$ cat config.mk
export PLATFORM = sky130hd
export DESIGN_NAME = eoi_tracker
export DESIGN_NICKNAME = d
export VERILOG_FILES = /design/src/rtl/eoi_trk_pkg.sv /design/src/rtl/eoi_trk_dec.sv /design/src/rtl/eoi_trk_popcnt.sv /design/src/rtl/eoi_tracker.sv
export SDC_FILE = /design/constraint.sdc
export NUM_CORES = 1
export LEC_CHECK = 0
export ABC_AREA = 1
export BUFFER_PORTS_ARGS = -buffer_cell sky130_fd_sc_hd__buf_4
export CAP_MARGIN = 20
export CORE_UTILIZATION = 35
export CTS_CLUSTER_SIZE = 16
export DETAILED_ROUTE_END_ITERATION = 10
export PLACE_DENSITY_LB_ADDON = 0.25
export SLEW_MARGIN = 20
export SYNTH_ARGS = -nofsm -noshare
export SYNTH_HDL_FRONTEND = slang
export SYNTH_HIERARCHICAL = 1
export SYNTH_SLANG_ARGS = --single-unit
$ cat constraint.sdc
create_clock -name clk_i -period 8.15 [get_ports clk_i]
set_input_delay 0.815 -clock clk_i [delete_from_list [all_inputs] [get_ports clk_i]]
set_output_delay 0.815 -clock clk_i [all_outputs]
set_load 0.01 [all_outputs]
$ cat src/rtl/eoi_trk_pkg.sv
package eoi_trk_pkg;
  localparam int unsigned DEF_DESTS = 16;

  typedef enum logic [1:0] {
    SYNC_NONE = 2'd0,
    SYNC_SET  = 2'd1,
    SYNC_CLR  = 2'd2
  } sync_act_e;
endpackage

$ cat src/rtl/eoi_trk_dec.sv
module eoi_trk_dec #(
  parameter int unsigned N     = 16,
  parameter int unsigned IDX_W = (N > 1) ? $clog2(N) : 1
) (
  input  logic             en_i,
  input  logic [IDX_W-1:0] idx_i,
  output logic [N-1:0]     oh_o
);
  for (genvar g = 0; g < N; g++) begin : g_bit
    assign oh_o[g] = en_i && (idx_i == IDX_W'(g));
  end
endmodule

$ cat src/rtl/eoi_trk_popcnt.sv
module eoi_trk_popcnt #(
  parameter int unsigned N     = 16,
  parameter int unsigned CNT_W = $clog2(N + 1)
) (
  input  logic [N-1:0]     vec_i,
  output logic [CNT_W-1:0] cnt_o
);
  always_comb begin
    cnt_o = '0;
    for (int i = 0; i < N; i++) cnt_o = cnt_o + CNT_W'(vec_i[i]);
  end
endmodule

$ cat src/rtl/eoi_tracker.sv
module eoi_tracker
  import eoi_trk_pkg::*;
#(
  parameter int unsigned N_DEST = DEF_DESTS,
  parameter int unsigned IDX_W  = (N_DEST > 1) ? $clog2(N_DEST) : 1,
  parameter int unsigned CNT_W  = $clog2(N_DEST + 1)
) (
  input  logic              clk_i,
  input  logic              rst_ni,
  input  logic              clear_i,
  input  logic              assert_i,
  input  logic              dlv_done_i,
  input  logic [N_DEST-1:0] dlv_mask_i,
  input  logic              eoi_valid_i,
  input  logic [IDX_W-1:0]  eoi_dest_i,
  input  logic              sync_valid_i,
  input  logic [IDX_W-1:0]  sync_dest_i,
  input  logic              sync_pend_i,
  output logic [N_DEST-1:0] pend_map_o,
  output logic [CNT_W-1:0]  pend_cnt_o,
  output logic              busy_o,
  output logic              coalesced_o,
  output logic              err_start_o,
  output logic              err_under_o
);
  logic [N_DEST-1:0] map_q, map_d, map_a, map_b;
  logic [CNT_W-1:0]  cnt_q, cnt_d, cnt_a, cnt_b, dlv_cnt;
  logic [N_DEST-1:0] eoi_oh, sync_oh;
  logic              eoi_hit, sync_old, under_eoi, under_sync;
  sync_act_e         sync_act;

  eoi_trk_popcnt #(.N(N_DEST), .CNT_W(CNT_W)) u_pop (
    .vec_i (dlv_mask_i),
    .cnt_o (dlv_cnt)
  );

  eoi_trk_dec #(.N(N_DEST), .IDX_W(IDX_W)) u_eoi_dec (
    .en_i  (eoi_valid_i),
    .idx_i (eoi_dest_i),
    .oh_o  (eoi_oh)
  );

  eoi_trk_dec #(.N(N_DEST), .IDX_W(IDX_W)) u_sync_dec (
    .en_i  (sync_valid_i),
    .idx_i (sync_dest_i),
    .oh_o  (sync_oh)
  );

  // stage a: delivery replaces state
  always_comb begin
    map_a = dlv_done_i ? dlv_mask_i : map_q;
    cnt_a = dlv_done_i ? dlv_cnt    : cnt_q;
  end

  // stage b: EOI acts on post-delivery map
  always_comb begin
    eoi_hit   = |(map_a & eoi_oh);
    under_eoi = eoi_hit && (cnt_a == '0);
    map_b     = map_a & ~(eoi_hit ? eoi_oh : '0);
    cnt_b     = cnt_a;
    if (eoi_hit && !under_eoi) cnt_b = cnt_a - CNT_W'(1);
  end

  // stage c: restore
  always_comb begin
    sync_old = |(map_b & sync_oh);
    sync_act = SYNC_NONE;
    if (sync_valid_i) begin
      if (sync_pend_i && !sync_old)      sync_act = SYNC_SET;
      else if (!sync_pend_i && sync_old) sync_act = SYNC_CLR;
    end
    under_sync = (sync_act == SYNC_CLR) && (cnt_b == '0);
    map_d = map_b;
    cnt_d = cnt_b;
    unique case (sync_act)
      SYNC_SET: begin
        map_d = map_b | sync_oh;
        cnt_d = cnt_b + CNT_W'(1);
      end
      SYNC_CLR: begin
        map_d = map_b & ~sync_oh;
        if (!under_sync) cnt_d = cnt_b - CNT_W'(1);
      end
      default: ;
    endcase
    if (clear_i) begin
      map_d = '0;
      cnt_d = '0;
    end
  end

  always_ff @(posedge clk_i or negedge rst_ni) begin
    if (!rst_ni) begin
      map_q <= '0;
      cnt_q <= '0;
    end else begin
      map_q <= map_d;
      cnt_q <= cnt_d;
    end
  end

  assign pend_map_o  = map_q;
  assign pend_cnt_o  = cnt_q;
  assign busy_o      = (cnt_q != '0);
  assign coalesced_o = assert_i && busy_o;
  assign err_start_o = dlv_done_i && busy_o;
  assign err_under_o = !clear_i && (under_eoi || under_sync);
endmodule

==> impl_summary.txt <==
----------------------------------------------------
[GRT]
  Pin count of the biggest net entering global routing ... 24
  Wire length of the first global-routing pass ... 12900 microns
  Via count of the first global-routing pass ... 2751
  Total grt overflow ... 0
  Initial antenna violation count ... 0
  GRT Resource Usage Total ... 0.190

[STA]
  Post-route setup TNS ... 0 ps
  Relative slew slack ... 0.568
  Unrepaired setup endpoints after global routing ... false
  Hold Fails Final Rpt ... 0
  Smallest setup slack after layout ... 1560 ps
  Slew at the pin with the worst max-slew slack ... 647 ps
  Highest clock rate ... 152 MHz
  Minimum clock period after layout ... 6590 ps
  Post-Route Skew ... 6.45 ps
  Tcrit/Tclk final ... 0.809
  Total setup violations reported at the end of the flow ... 0
  Total count of max-transition violations in the final report ... 0
  Hold slack final ... 421 ps

[Placement]
  Setup WS pre-CTS ... 1620 ps
  Final estimated routing congestion in global placement ... 0.940
  Port bufs ... 56
  HPWL Detailed ... between 6000 and 7000 microns

[Final layout]
  Top library cells by usage in the layout, fill and taps aside ... 145 x nand2_1, 82 x inv_1, 63 x nor2_1
  Core occupancy in the finished layout ... 0.433
  Relative area change from synthesis to final layout ... 18.6%
  Net count of the finished layout ... 585
  Diode count ... 0
  Share of final-layout standard cells stronger than drive strength 1 ... 0.147
  Most common library cell in the layout ignoring fill and taps ... nand2_1

[CTS]
  Post CTS Setup Buffer Count ... 0
  Maximum clock insertion buffer count ... 2
  Clock slew at the register clock pins of the worst setup and hold paths ... 80 ps
  Cts repair resizes ... 0
  CTS tree ... yes
  Clk Latency, worst-skew pair ... 260 ps
  CTS Hold Bufs ... 0
  Clock buffers created by TritonCTS ... 3
  H-tree depth ... 1
  Root cell of the clock tree ... clkbuf_8
  Clock sink total ... 21

[Die]
  Initial cell density of the core ... 0.365
  Core outline area ... 0.00777 sq mm
  Die ar. ... 0.00847 sq mm
  Floorplan die width ... 92.0 microns
  Number of core rows ... 32
  Io pins ... 57
  Chip height ... about 90 microns

[Run]
  Total of max-cap violations ... 0

[Synth]
  Post-synth top flop ... dfrtp_1
  Mean post-synth cell area ... 5.86 sq um
  Share of flip-flops with an asynchronous set or reset after synthesis ... 1.00
  Post-synth top area share ... 0.192
  Syn. warnings ... 6
  Mapped Area ... approximately 0.0028 sq mm
  Number of enable-type register cells in the synthesized netlist ... 0
  Sequential cell area fraction in the yosys report ... 0.185
  Count of cell types in the netlist ... 34
  Synth area leaders ... nand2_1 19%, dfrtp_1 19%, inv_1 11%
  Flip-flop and latch count after synthesis ... 21
  Number of nets in the synthesized netlist ... 536
  Leading area contributor after synthesis ... nand2_1
  Mapped Cells ... 484

[Routing]
  Average detailed-routed wire length per instance ... between 10 and 15 microns
  Initial drt markers ... 91
  First-pass DRT Iterations ... 4
  Remaining antenna violation count ... 0
  Post-detailed-route DRC marker count ... 0
  DRT Wirelength ... 7780 microns
  Avg Vias per Cell ... approximately 4.8
  Vias after detailed routing ... 3063

[Power]
  Leakage component of the power ... 1.79 nW
  Worst vdd rail ir drop ... 65.3 uV
  Pwr dens ... 187 mW/mm^2

[Status]
  Result of the run ... finished, final reports clean

[Critical path]
  Startpoint Class ... input pin
  Crit path capture type ... output pin
  Endpoint required time on the critical path ... 7340 ps
  Arrival time of the worst setup path ... approximately 5800 ps
  CP Class ... in -> out
  Crit path max fanout ... 6

[Min path]
  Hold Path Class ... in -> async

----------------------------------------------------
## kinds of logic (layout without fill, tap and decap cells)
family,after synthesis,after routing,share of synthesized area
buffers and inverters,100,148,0.140
adder cells (fa/ha/maj),20,20,0.115
AND/OR/NAND/NOR,278,278,0.416
flip-flops,21,21,0.185
AO/OA/AOI/OAI,61,61,0.132
XOR/XNOR,4,4,0.0124
## synth_stat cells, types with 2 or more instances
cell and count:
nor2_2 3, nand2_4 2, buf_6 2, clkbuf_1 7, xnor2_1 2, nand4_1 5, o21ai_2 3, nand3b_1 2
o21ai_0 7, or2_1 2, a21oi_1 24, a21boi_0 2, and2_1 6, o22ai_1 7, inv_1 82, inv_2 6
nor2_1 63, fa_1 10, buf_2 2, xor2_1 2, nand3_1 45, nand2_1 145, dfrtp_1 21, o21ai_1 4
ha_1 10, a211oi_1 12
## worst max-delay path, cell delays in order
cell and delay (ps):
buf_4 80, inv_1 50, fa_1 560, fa_1 450, fa_1 550, fa_1 420, inv_1 70, ha_1 160
inv_1 70, fa_1 520, inv_1 50, nand2_1 60, nand2_1 70, inv_1 100, ha_1 190, nand3_1 110
nor2_2 170, inv_2 80, o21ai_4 90, nand2_1 70, nand2_1 120, ha_1 250, nand4_2 200, nor2_2 190
o21a_1 150, buf_4 120
## stage by stage
step	instance area (sq um)	power, mW	cells
after CTS	3360	0.628	634
after detailed placement	3320	0.560	630
final	3360	0.629	634
after global routing	3360	0.693	634
after global placement	3320	0.553	630
after floorplan	2840	0.442	484
## where the power goes
part | internal [mW] | switching, mW | leakage, nW
clock | 0.0340 | 0.0326 | 0.0255
combinational | 0.167 | 0.266 | 1.49
sequential | 0.118 | 0.0117 | 0.278
total | 0.319 | 0.310 | 1.79
## final timing paths
check | start | end | slack (ps) | cells past startpoint
worst max-delay path | dlv_mask_i[0] | err_under_o | 1560 | 26
worst min-delay path | rst_ni | pend_map_o[0] | 420 | 1
worst max register to register | pend_map_o[11] | pend_map_o[10] | 4790 | 16
worst min register to register | pend_map_o[13] | pend_map_o[13] | 730 | 4
max in group asynchronous | rst_ni | pend_cnt_o[3] | 7510 | 1
min in group clk_i | pend_map_o[13] | pend_map_o[13] | 730 | 4
## routing by layer
| metal | track usage | routed length [microns] |
|---|---|---|
| met5 | 0 | 0 |
| met2 | 0.315 | 3570 |
| met4 | 0.0547 | 134 |
| met1 | 0.269 | 3740 |
| met3 | 0.00498 | 333 |
## area by class of cell
| class | instances | area, sq um |
|---|---|---|
| fillers | 849 | 4400 |
| multi-input cells | 363 | 1910 |
| flip-flops and latches | 21 | 526 |
| repair buffers | 56 | 420 |
| inverters | 88 | 330 |
| well taps | 102 | 128 |
| clock buffers | 3 | 41.3 |
| clock inverters | 1 | 5.00 |
## flip-flops by register name, summed over array words and instances (netlist names)
name        cells
pend_map_o     16
pend_cnt_o      5
Power figures use the tool's default switching activity.
